$ cat config.mk
export PLATFORM = sky130hd
export DESIGN_NAME = uart_irq_id
export DESIGN_NICKNAME = d
export VERILOG_FILES = /design/src/rtl/uart_irq_pkg.sv /design/src/rtl/uart_irq_src_regs.sv /design/src/rtl/uart_irq_prio_enc.sv /design/src/rtl/uart_irq_id.sv
export SDC_FILE = /design/constraint.sdc
export NUM_CORES = 1
export LEC_CHECK = 0
export BUFFER_PORTS_ARGS = -buffer_cell sky130_fd_sc_hd__clkbuf_2
export CAP_MARGIN = 20
export CORE_MARGIN = 2
export CORE_UTILIZATION = 40
export CTS_CLUSTER_DIAMETER = 120
export DETAILED_ROUTE_END_ITERATION = 8
export HOLD_SLACK_MARGIN = 0.06
export PLACE_DENSITY_LB_ADDON = 0.3
export SLEW_MARGIN = 5
export SYNTH_ARGS = -nofsm -noshare
export SYNTH_HDL_FRONTEND = slang
export SYNTH_SLANG_ARGS = --single-unit
$ cat constraint.sdc
create_clock -name clk -period 1.7 [get_ports clk]
set_clock_uncertainty 0.2 [all_clocks]
set_input_delay 0.34 -clock clk [delete_from_list [all_inputs] [get_ports clk]]
set_output_delay 0.34 -clock clk [all_outputs]
set_load 0.005 [all_outputs]
$ cat src/rtl/uart_irq_pkg.sv
package uart_irq_pkg;
    localparam int NUM_SRC  = 4;
    localparam int BYTE_W   = 8;
    localparam int NUM_ERR  = 4;
    localparam int NUM_DLT  = 4;
    localparam int ID_W     = 3;
    localparam int SEL_W    = $clog2(NUM_SRC);

    // status byte positions
    localparam int LS_READY = 0;
    localparam int LS_ERR0  = 1;
    localparam int LS_THRE  = 5;
    localparam int LS_IDLE  = 6;

    // enable positions
    localparam int EN_RX = 0;
    localparam int EN_TX = 1;
    localparam int EN_LS = 2;
    localparam int EN_MS = 3;

    // source index, index 0 ranks highest
    localparam int SRC_LS = 0;
    localparam int SRC_RX = 1;
    localparam int SRC_TX = 2;
    localparam int SRC_MS = 3;

    typedef struct packed {
        logic [BYTE_W-1:0]  lsr;
        logic [BYTE_W-1:0]  msr;
        logic [NUM_SRC-1:0] ier;
        logic               fifo;
    } src_state_t;

    typedef struct packed {
        logic [BYTE_W-1:0] iir;
        logic              irq;
    } id_state_t;
endpackage

$ cat src/rtl/uart_irq_src_regs.sv
module uart_irq_src_regs
    import uart_irq_pkg::*;
(
    input  logic                clk,
    input  logic                rst_n,
    input  logic                ier_wr,
    input  logic [NUM_SRC-1:0]  ier_wdata,
    input  logic                fifo_wr,
    input  logic                fifo_wdata,
    input  logic                rx_ready,
    input  logic                thr_empty,
    input  logic                tx_idle,
    input  logic [NUM_ERR-1:0]  err_set,
    input  logic [NUM_DLT-1:0]  delta_set,
    input  logic [NUM_DLT-1:0]  modem_lines,
    input  logic                lsr_rd,
    input  logic                msr_rd,
    output logic [BYTE_W-1:0]   lsr_q,
    output logic [BYTE_W-1:0]   msr_q,
    output logic                fifo_q,
    output logic                fifo_d,
    output logic [NUM_SRC-1:0]  pend_d
);
    localparam int ERR_HI = LS_ERR0 + NUM_ERR - 1;

    src_state_t st_d, st_q;
    logic [NUM_ERR-1:0] err_keep;
    logic [NUM_DLT-1:0] dlt_keep;

    always_comb begin
        st_d     = st_q;
        err_keep = lsr_rd ? '0 : st_q.lsr[ERR_HI:LS_ERR0];
        dlt_keep = msr_rd ? '0 : st_q.msr[NUM_DLT-1:0];
        if (ier_wr)  st_d.ier  = ier_wdata;
        if (fifo_wr) st_d.fifo = fifo_wdata;
        st_d.lsr                   = '0;
        st_d.lsr[LS_READY]         = rx_ready;
        st_d.lsr[ERR_HI:LS_ERR0]   = err_keep | err_set;
        st_d.lsr[LS_THRE]          = thr_empty;
        st_d.lsr[LS_IDLE]          = tx_idle;
        st_d.msr[NUM_DLT-1:0]      = dlt_keep | delta_set;
        st_d.msr[BYTE_W-1:NUM_DLT] = modem_lines;

        pend_d         = '0;
        pend_d[SRC_LS] = (|st_d.lsr[ERR_HI:LS_ERR0]) & st_d.ier[EN_LS];
        pend_d[SRC_RX] = st_d.lsr[LS_READY] & st_d.ier[EN_RX];
        pend_d[SRC_TX] = st_d.lsr[LS_THRE]  & st_d.ier[EN_TX];
        pend_d[SRC_MS] = (|st_d.msr[NUM_DLT-1:0]) & st_d.ier[EN_MS];
    end

    always_ff @(posedge clk or negedge rst_n) begin
        if (!rst_n) st_q <= '0;
        else        st_q <= st_d;
    end

    assign lsr_q  = st_q.lsr;
    assign msr_q  = st_q.msr;
    assign fifo_q = st_q.fifo;
    assign fifo_d = st_d.fifo;

    // a status read without new errors leaves the error bits clear
    assert_lsr_clear_R8: assert property (@(posedge clk) disable iff (!rst_n)
        (lsr_rd && err_set == '0) |=> (lsr_q[ERR_HI:LS_ERR0] == '0));

    // a modem read without new deltas leaves the delta bits clear
    assert_msr_clear_R9: assert property (@(posedge clk) disable iff (!rst_n)
        (msr_rd && delta_set == '0) |=> (msr_q[NUM_DLT-1:0] == '0));

    // an arriving event is never dropped, even under a read
    assert_err_kept_R10: assert property (@(posedge clk) disable iff (!rst_n)
        (err_set != '0) |=> ((lsr_q[ERR_HI:LS_ERR0] & $past(err_set)) == $past(err_set)));

    assert_dlt_kept_R10: assert property (@(posedge clk) disable iff (!rst_n)
        (delta_set != '0) |=> ((msr_q[NUM_DLT-1:0] & $past(delta_set)) == $past(delta_set)));
endmodule

$ cat src/rtl/uart_irq_prio_enc.sv
module uart_irq_prio_enc
    import uart_irq_pkg::*;
(
    input  logic [NUM_SRC-1:0] pend,
    output logic [NUM_SRC-1:0] grant,
    output logic [ID_W-1:0]    id,
    output logic               any
);
    logic [SEL_W-1:0] sel;

    always_comb begin
        sel = '0;
        for (int i = NUM_SRC - 1; i >= 0; i--) begin
            if (pend[i]) sel = SEL_W'(i);
        end
        any   = |pend;
        grant = any ? (NUM_SRC'(1) << sel) : '0;
        id    = ID_W'(NUM_SRC - 1) - ID_W'(sel);
    end
endmodule

$ cat src/rtl/uart_irq_id.sv
module uart_irq_id
    import uart_irq_pkg::*;
(
    input  logic       clk,
    input  logic       rst_n,
    input  logic       ier_wr,
    input  logic [3:0] ier_wdata,
    input  logic       fifo_wr,
    input  logic       fifo_wdata,
    input  logic       rx_ready,
    input  logic       thr_empty,
    input  logic       tx_idle,
    input  logic [3:0] err_set,
    input  logic [3:0] delta_set,
    input  logic [3:0] modem_lines,
    input  logic       lsr_rd,
    input  logic       msr_rd,
    output logic [7:0] lsr_rdata,
    output logic [7:0] msr_rdata,
    output logic [7:0] iir,
    output logic       irq
);
    localparam int NIB_W = ID_W + 1;

    logic               fifo_q, fifo_d;
    logic [NUM_SRC-1:0] pend_d, grant;
    logic [ID_W-1:0]    id;
    logic               any;
    id_state_t          id_d, id_q;

    uart_irq_src_regs u_src (
        .clk         (clk),
        .rst_n       (rst_n),
        .ier_wr      (ier_wr),
        .ier_wdata   (ier_wdata),
        .fifo_wr     (fifo_wr),
        .fifo_wdata  (fifo_wdata),
        .rx_ready    (rx_ready),
        .thr_empty   (thr_empty),
        .tx_idle     (tx_idle),
        .err_set     (err_set),
        .delta_set   (delta_set),
        .modem_lines (modem_lines),
        .lsr_rd      (lsr_rd),
        .msr_rd      (msr_rd),
        .lsr_q       (lsr_rdata),
        .msr_q       (msr_rdata),
        .fifo_q      (fifo_q),
        .fifo_d      (fifo_d),
        .pend_d      (pend_d)
    );

    uart_irq_prio_enc u_enc (
        .pend  (pend_d),
        .grant (grant),
        .id    (id),
        .any   (any)
    );

    always_comb begin
        id_d = id_q;
        id_d.iir = '0;
        id_d.iir[NIB_W-1:0] = any ? {id, 1'b0} : NIB_W'(1);
        id_d.iir[BYTE_W-1:BYTE_W-2] = {2{fifo_d}};
        if (id_d.iir[NIB_W-1:0] != id_q.iir[NIB_W-1:0])
            id_d.irq = any;
    end

    always_ff @(posedge clk or negedge rst_n) begin
        if (!rst_n) begin
            id_q.iir <= BYTE_W'(1);
            id_q.irq <= 1'b0;
        end else begin
            id_q <= id_d;
        end
    end

    assign iir = id_q.iir;
    assign irq = id_q.irq;

    // at most one source is granted
    assert_one_grant_R2: assert property (@(posedge clk) disable iff (!rst_n)
        $onehot0(grant));

    // the request line moves only with the identification nibble
    assert_irq_hold_R7: assert property (@(posedge clk) disable iff (!rst_n)
        $stable(iir[NIB_W-1:0]) |-> $stable(irq));

    // request level agrees with the pending flag of the identification
    assert_irq_level_R7: assert property (@(posedge clk) disable iff (!rst_n)
        irq == !iir[0]);

    // top bits mirror the FIFO flag held in the source registers
    assert_fifo_bits_R6: assert property (@(posedge clk) disable iff (!rst_n)
        iir[BYTE_W-1:BYTE_W-2] == {2{fifo_q}});
endmodule

==> results of run 1 <==
layer usage:
layer  wire [microns]  track usage
met5                0            0
met4               27       0.0627
met3              105       0.0233
met2             1210        0.282
met1              914        0.168
where the power goes:
| group | internal, mW | switching [mW] |
|---|---|---|
| combinational | 0.143 | 0.112 |
| clock | 0.131 | 0.166 |
| sequential | 0.616 | 0.0233 |
| total | 0.890 | 0.301 |
cell usage after synthesis:
master | instances | share of area
a2111o_1 | 1 | 0.011
a2111oi_2 | 1 | 0.014
a21o_1 | 8 | 0.056
a221oi_1 | 1 | 0.0082
a31o_1 | 1 | 0.0082
buf_4 | 21 | 0.15
conb_1 | 1 | 0.0035
dfrtp_1 | 23 | 0.54
dfstp_2 | 1 | 0.025
inv_1 | 5 | 0.018
inv_2 | 1 | 0.0035
mux2_2 | 2 | 0.021
mux2_4 | 1 | 0.014
mux2i_1 | 2 | 0.019
nand2_1 | 3 | 0.011
nand2b_1 | 1 | 0.0058
nand3_1 | 1 | 0.0047
nand4_1 | 1 | 0.0058
nor2_1 | 1 | 0.0035
nor3_1 | 1 | 0.0047
nor4_1 | 1 | 0.0058
nor4_2 | 1 | 0.012
o211ai_2 | 1 | 0.012
o21a_1 | 1 | 0.0070
o21ai_0 | 3 | 0.014
o22ai_1 | 1 | 0.0058
o32ai_1 | 1 | 0.0082
o41a_1 | 1 | 0.011
or2_2 | 1 | 0.0058
repair_timing:
| item | 4_1_cts | 5_1_grt |
|---|---|---|
| buffers inserted | 3 | 1 |
| resized for setup | 4 | 0 |
| setup endpoints to repair | 2 | 2 |
| hold endpoints to repair | 38 | 1 |
| pin swaps | 4 | 1 |
| hold buffers | 15 | 1 |
worst paths after layout:
path / slack (ns) / end / depth (start not counted) / startpoint
worst max-delay path: -0.05 / irq / 5 / u_src.lsr_q[1]
worst min-delay path: 0.08 / iir[6] / 2 / fifo_wr
max in group asynchronous: 0.57 / u_src.lsr_q[4] / 2 / rst_n
min in group asynchronous: 0.35 / iir[6] / 2 / rst_n
worst max register to register: -0.05 / irq / 5 / u_src.lsr_q[1]
worst min register to register: 0.33 / u_src.st_q[2] / 2 / u_src.st_q[2]
stage by stage:
stage,setup TNS [ns],total power [mW]
2_1_floorplan,0,0.769
3_3_place_gp,-0.340,0.850
3_5_place_dp,-0.419,0.855
4_1_cts,-0.0612,1.20
5_1_grt,-0.202,1.26
6_report,-0.0484,1.19
flip-flops by register name (all words and copies together) (netlist names):
register and count:
irq 1, u_src.st_q 4, u_src.lsr_q 7, u_src.msr_q 8, iir 4
placed cells by master (no fill, tap or decap), types with 2 or more instances in the layout:
| master | count |
|---|---|
| a21o_1 | 8 |
| buf_4 | 15 |
| clkbuf_2 | 46 |
| clkbuf_4 | 3 |
| conb_1 | 4 |
| dfrtp_1 | 23 |
| dlygate4sd3_1 | 16 |
| inv_1 | 5 |
| mux2_2 | 2 |
| mux2i_1 | 2 |
| nand2_1 | 3 |
| nor4_2 | 2 |
| o21ai_1 | 2 |
layout make-up:
| class | instances | area, sq um |
|---|---|---|
| tap | 30 | 37.5 |
| timing repair buffer | 77 | 503 |
| clock buffer | 4 | 36.3 |
| sequential | 24 | 602 |
| multi-input combinational | 40 | 332 |
| inverter | 6 | 22.5 |
| fill | 204 | 967 |
kinds of logic after synthesis:
family | Yosys count | share of synthesized area
muxes | 5 | 0.0537
buffers and inverters | 27 | 0.168
AOI/OAI and AO/OA | 20 | 0.154
DFF | 24 | 0.562
and+or+nand+nor | 11 | 0.0584
other | 1 | 0.00350
==> results.ini, run 1 <==
[worst_hold_path]
hold_class = input pin to flop

[status]
run_status = finished with violations
violations = negative setup slack

[setup_path]
critPathMaxStageDelay_ns = 0.41
worst-path-buf-inv = 0
cp.required_ns = 1.75
cp_max_fo = 2
start_kind = flop
crit_chain = nor4_2 > o21ai_1 > a2111o_1 > a31o_1 > o211ai_2
crit_family = compound AO/OA/AOI/OAI gates
worst_path_max_delay_cell = dfrtp_1
critical_path_class = flop to flop
endpoint_kind = flop
arrival_ns = 1.79

[drt]
vias_per_cell = 4.62
drc_errors = 0
avgRoutedWirePerCell_microns = 12.5
drt_first_pass_iters = 4
vias = 837
wl_mm = 2.26
ant_nets = 0
drtIter0Drc = 9

[die]
die_w_microns = 55.7
die_area_sq_um = 3110
std_cell_rows = 18
dieHeight_microns = 55.7
initial_core_util = 0.428
io_pins = 51
design.core.area_sq_um = 2500

[synthesis]
netlist_area_sq_um = 1070
synth_cell_types = 29
yosys_warnings = 0
ys_seq_area_frac = 0.562
synth-seq-cells = 24
avgSynthCellArea_sq_um = 12.2
synth_cells = 88

[global_routing]
grt_max_degree = 25
antenna_found_initial = 0
grt_overflow = 0
grt_usage = 0.151
grt_first_pass_wirelength_mm = 3.70
grt_pass1_vias = 868

[clocking]
cts_tree = yes
cts_buffers = 3
root_buffer = clkbuf_4
clk_pin_slew_ns = 0.13
clkSinkCount = 24
clk_latency_ns = 0.31
clockBufferDepth = 2
h-tree-depth = 1

[timing]
tightestPinTransition_ns = 0.593
hold_viol_final = 0
rsz0062_at_grt = yes
timing.hold.ws_ns = 0.0769
slew_violations = 0
fmax_mhz = 572
worst_slack_ns = -0.0484
finalCritPeriodShare = 1.03
setup_violations = 1
fin_crit_ns = 1.75
slew_headroom = 0.605

[cells_and_area]
fin_cells = 181
synthToLayoutAreaGrowth_pct = 43.1
finalNetCount = 178
final_util = 0.613
diodes = 0
layout-drive-gt1-share = 0.510
fin_area_sq_um = 1530

[run]
cap_violations = 0

[placement]
portBuffers = 46
placed_area_sq_um = 1280
place_inst = 157
pre_cts_ws_ns = -0.266
globalplace.congestion = 0.728
dp_hpwl_mm = 1.57

[power_and_ir_drop]
p_per_area_nw_per_um2 = 777
irDropWorstVdd_mv = 0.466
power.leakage_nw = 0.769

(Power assumes the default switching activity.)
==> run 2: changes to the inputs <==
--- a/config.mk
+++ b/config.mk
@@ -13,6 +13,7 @@
 export DETAILED_ROUTE_END_ITERATION = 8
 export HOLD_SLACK_MARGIN = 0.06
 export PLACE_DENSITY_LB_ADDON = 0.3
+export SKIP_LAST_GASP = 1
 export SLEW_MARGIN = 5
 export SYNTH_ARGS = -nofsm -noshare
 export SYNTH_HDL_FRONTEND = slang
==> run 2 against run 1 <==
Effect of this change: flip-flop and latch count unchanged; the run still ends with negative setup slack left; maximum frequency about the same; sequential share of layout area unchanged; worst hold slack improved by 0.0028 ns; non-clock buffer count unchanged; combinational power about the same.
==> results.ini, run 2 (synthesized netlist as in run 1, its figures left out) <==
[clocking]
clk_pin_slew_ns = 0.13  ; about the same
cts_tree = yes
cts_buffers = 3  ; unchanged
clkSinkCount = 24  ; unchanged
clockBufferDepth = 2  ; unchanged
clk_latency_ns = 0.31  ; about the same
h-tree-depth = 1  ; unchanged
root_buffer = clkbuf_4

[timing]
worst_slack_ns = -0.0497  ; -0.00128 ns
fmax_mhz = 572  ; about the same
setup_violations = 1  ; unchanged
tightestPinTransition_ns = 0.591  ; -0.00190 ns
hold_viol_final = 0  ; unchanged
fin_crit_ns = 1.75  ; +0.00128 ns
finalCritPeriodShare = 1.03  ; about the same
rsz0062_at_grt = yes
slew_violations = 0  ; unchanged
slew_headroom = 0.606  ; +0.00126
tns_ns = -0.0497  ; -0.00128 ns
timing.hold.ws_ns = 0.0797  ; +0.00281 ns

[die]
std_cell_rows = 18  ; unchanged
dieHeight_microns = 55.7  ; unchanged
die_area_sq_um = 3110  ; unchanged
design.core.area_sq_um = 2500  ; unchanged
die_w_microns = 55.7  ; unchanged
initial_core_util = 0.428  ; unchanged
io_pins = 51  ; unchanged

[power_and_ir_drop]
p_total_mw = 1.19  ; about the same
irDropWorstVdd_mv = 0.465  ; -0.24%
p_per_area_nw_per_um2 = 776  ; about the same
power.leakage_nw = 0.769  ; unchanged

[cells_and_area]
layout_commonest_cell = clkbuf_2
diodes = 0  ; unchanged
layout-drive-gt1-share = 0.510  ; unchanged
synthToLayoutAreaGrowth_pct = 43.1  ; unchanged
layout_common_cells = 46 x clkbuf_2, 23 x dfrtp_1, 16 x dlygate4sd3_1
n_fill_cell = 204  ; unchanged
finalNetCount = 178  ; unchanged
fin_area_sq_um = 1530  ; unchanged
largest_reg_flops = 8  ; unchanged

[placement]
placed_area_sq_um = 1280  ; unchanged
globalplace.congestion = 0.728  ; unchanged
dp_hpwl_mm = 1.57  ; unchanged
portBuffers = 46  ; unchanged
pre_cts_ws_ns = -0.266  ; unchanged

[drt]
wl_mm = 2.26  ; about the same
drtIter0Drc = 9  ; unchanged
ant_nets = 0  ; unchanged
vias = 832  ; -0.60%
drt_first_pass_iters = 4  ; unchanged
avgRoutedWirePerCell_microns = 12.5  ; about the same
drc_errors = 0  ; unchanged
vias_per_cell = 4.60  ; -0.60%

[worst_hold_path]
hold_class = input pin to flop

[global_routing]
grt_max_degree = 25  ; unchanged
grt_first_pass_wirelength_mm = 3.70  ; unchanged
grt_pass1_vias = 868  ; unchanged
antenna_found_initial = 0  ; unchanged
grt_overflow = 0  ; unchanged
grt_usage = 0.151  ; unchanged

[setup_path]
cp_max_fo = 2  ; unchanged
critPathMaxStageDelay_ns = 0.41  ; about the same
endpoint_kind = flop
worst_path_max_delay_cell = dfrtp_1
start_kind = flop
arrival_ns = 1.79  ; about the same
cp.required_ns = 1.74  ; about the same
critical_path_class = flop to flop
crit_chain = nor4_2 > o21ai_1 > a2111o_1 > a31o_1 > o211ai_2

[status]
violations = negative setup slack
run_status = finished with violations

[run]
cap_violations = 0  ; unchanged

## run 2: cell counts in the layout (fill, tap and decap cells not counted)
No cell type changed its count.
## run 2: path summary, 6_finish.rpt
| path | cells past startpoint | slack (ns) | end | start |
|---|---|---|---|---|
| setup reg to reg | 5 | -0.05 | irq | u_src.lsr_q[1] |
| hold / removal | 2 | 0.08 | iir[6] | fifo_wr |
| hold reg to reg | 2 | 0.33 | u_src.st_q[2] | u_src.st_q[2] |
| min in group asynchronous | 2 | 0.35 | iir[6] | rst_n |
| setup / recovery | 5 | -0.05 | irq | u_src.lsr_q[1] |
| max in group asynchronous | 2 | 0.57 | u_src.lsr_q[4] | rst_n |
## run 2: worst max-delay path, delay by kind of cell, from the launching register on
kind	cells	cell delay, ns
AND/OR/NAND/NOR	1	0.31
flip-flops	1	0.41
AO/OA/AOI/OAI	4	0.78
## run 2: report_power, final
part / switching (mW) / total, mW / internal [mW]
combinational: 0.112 / 0.255 / 0.143
sequential: 0.0233 / 0.639 / 0.616
clock: 0.165 / 0.295 / 0.131
total: 0.300 / 1.19 / 0.890
## run 2: routing by layer
layer  wire length, microns  global-route usage  up-vias  part of all wire
met1                    913               0.168      398              0.40
met5                      0                   0        -                 0
met2                   1210               0.282       26              0.54
met4                     27              0.0627        0             0.012
li1                       -                   -      406                 -
met3                    106              0.0233        2             0.047
## run 2: cell type report
class / count / area (sq um) / share of cell area
Clock buffer: 4 / 36.3 / 0.0237
Tap cell: 30 / 37.5 / 0.0245
Sequential cell: 24 / 602 / 0.393
Inverter: 6 / 22.5 / 0.0147
Timing Repair Buffer: 77 / 503 / 0.328
Multi-Input combinational cell: 40 / 332 / 0.216
## run 2: repair_timing
| action | in CTS | in global routing |
|---|---|---|
| gates resized for setup | 4 | 0 |
| buffers inserted | 3 | 1 |
| endpoints found under the hold margin | 38 | 1 |
| endpoints found under the setup margin | 2 | 2 |
| pin swaps | 4 | 1 |
| hold buffers | 15 | 1 |
## run 2: per-stage QoR
stage | cells | util
final | 181 | 0.613
after global routing | 181 | 0.613
after CTS | 179 | 0.606
after detailed placement | 157 | 0.513
after global placement | 157 | 0.513
after floorplan | 91 | -
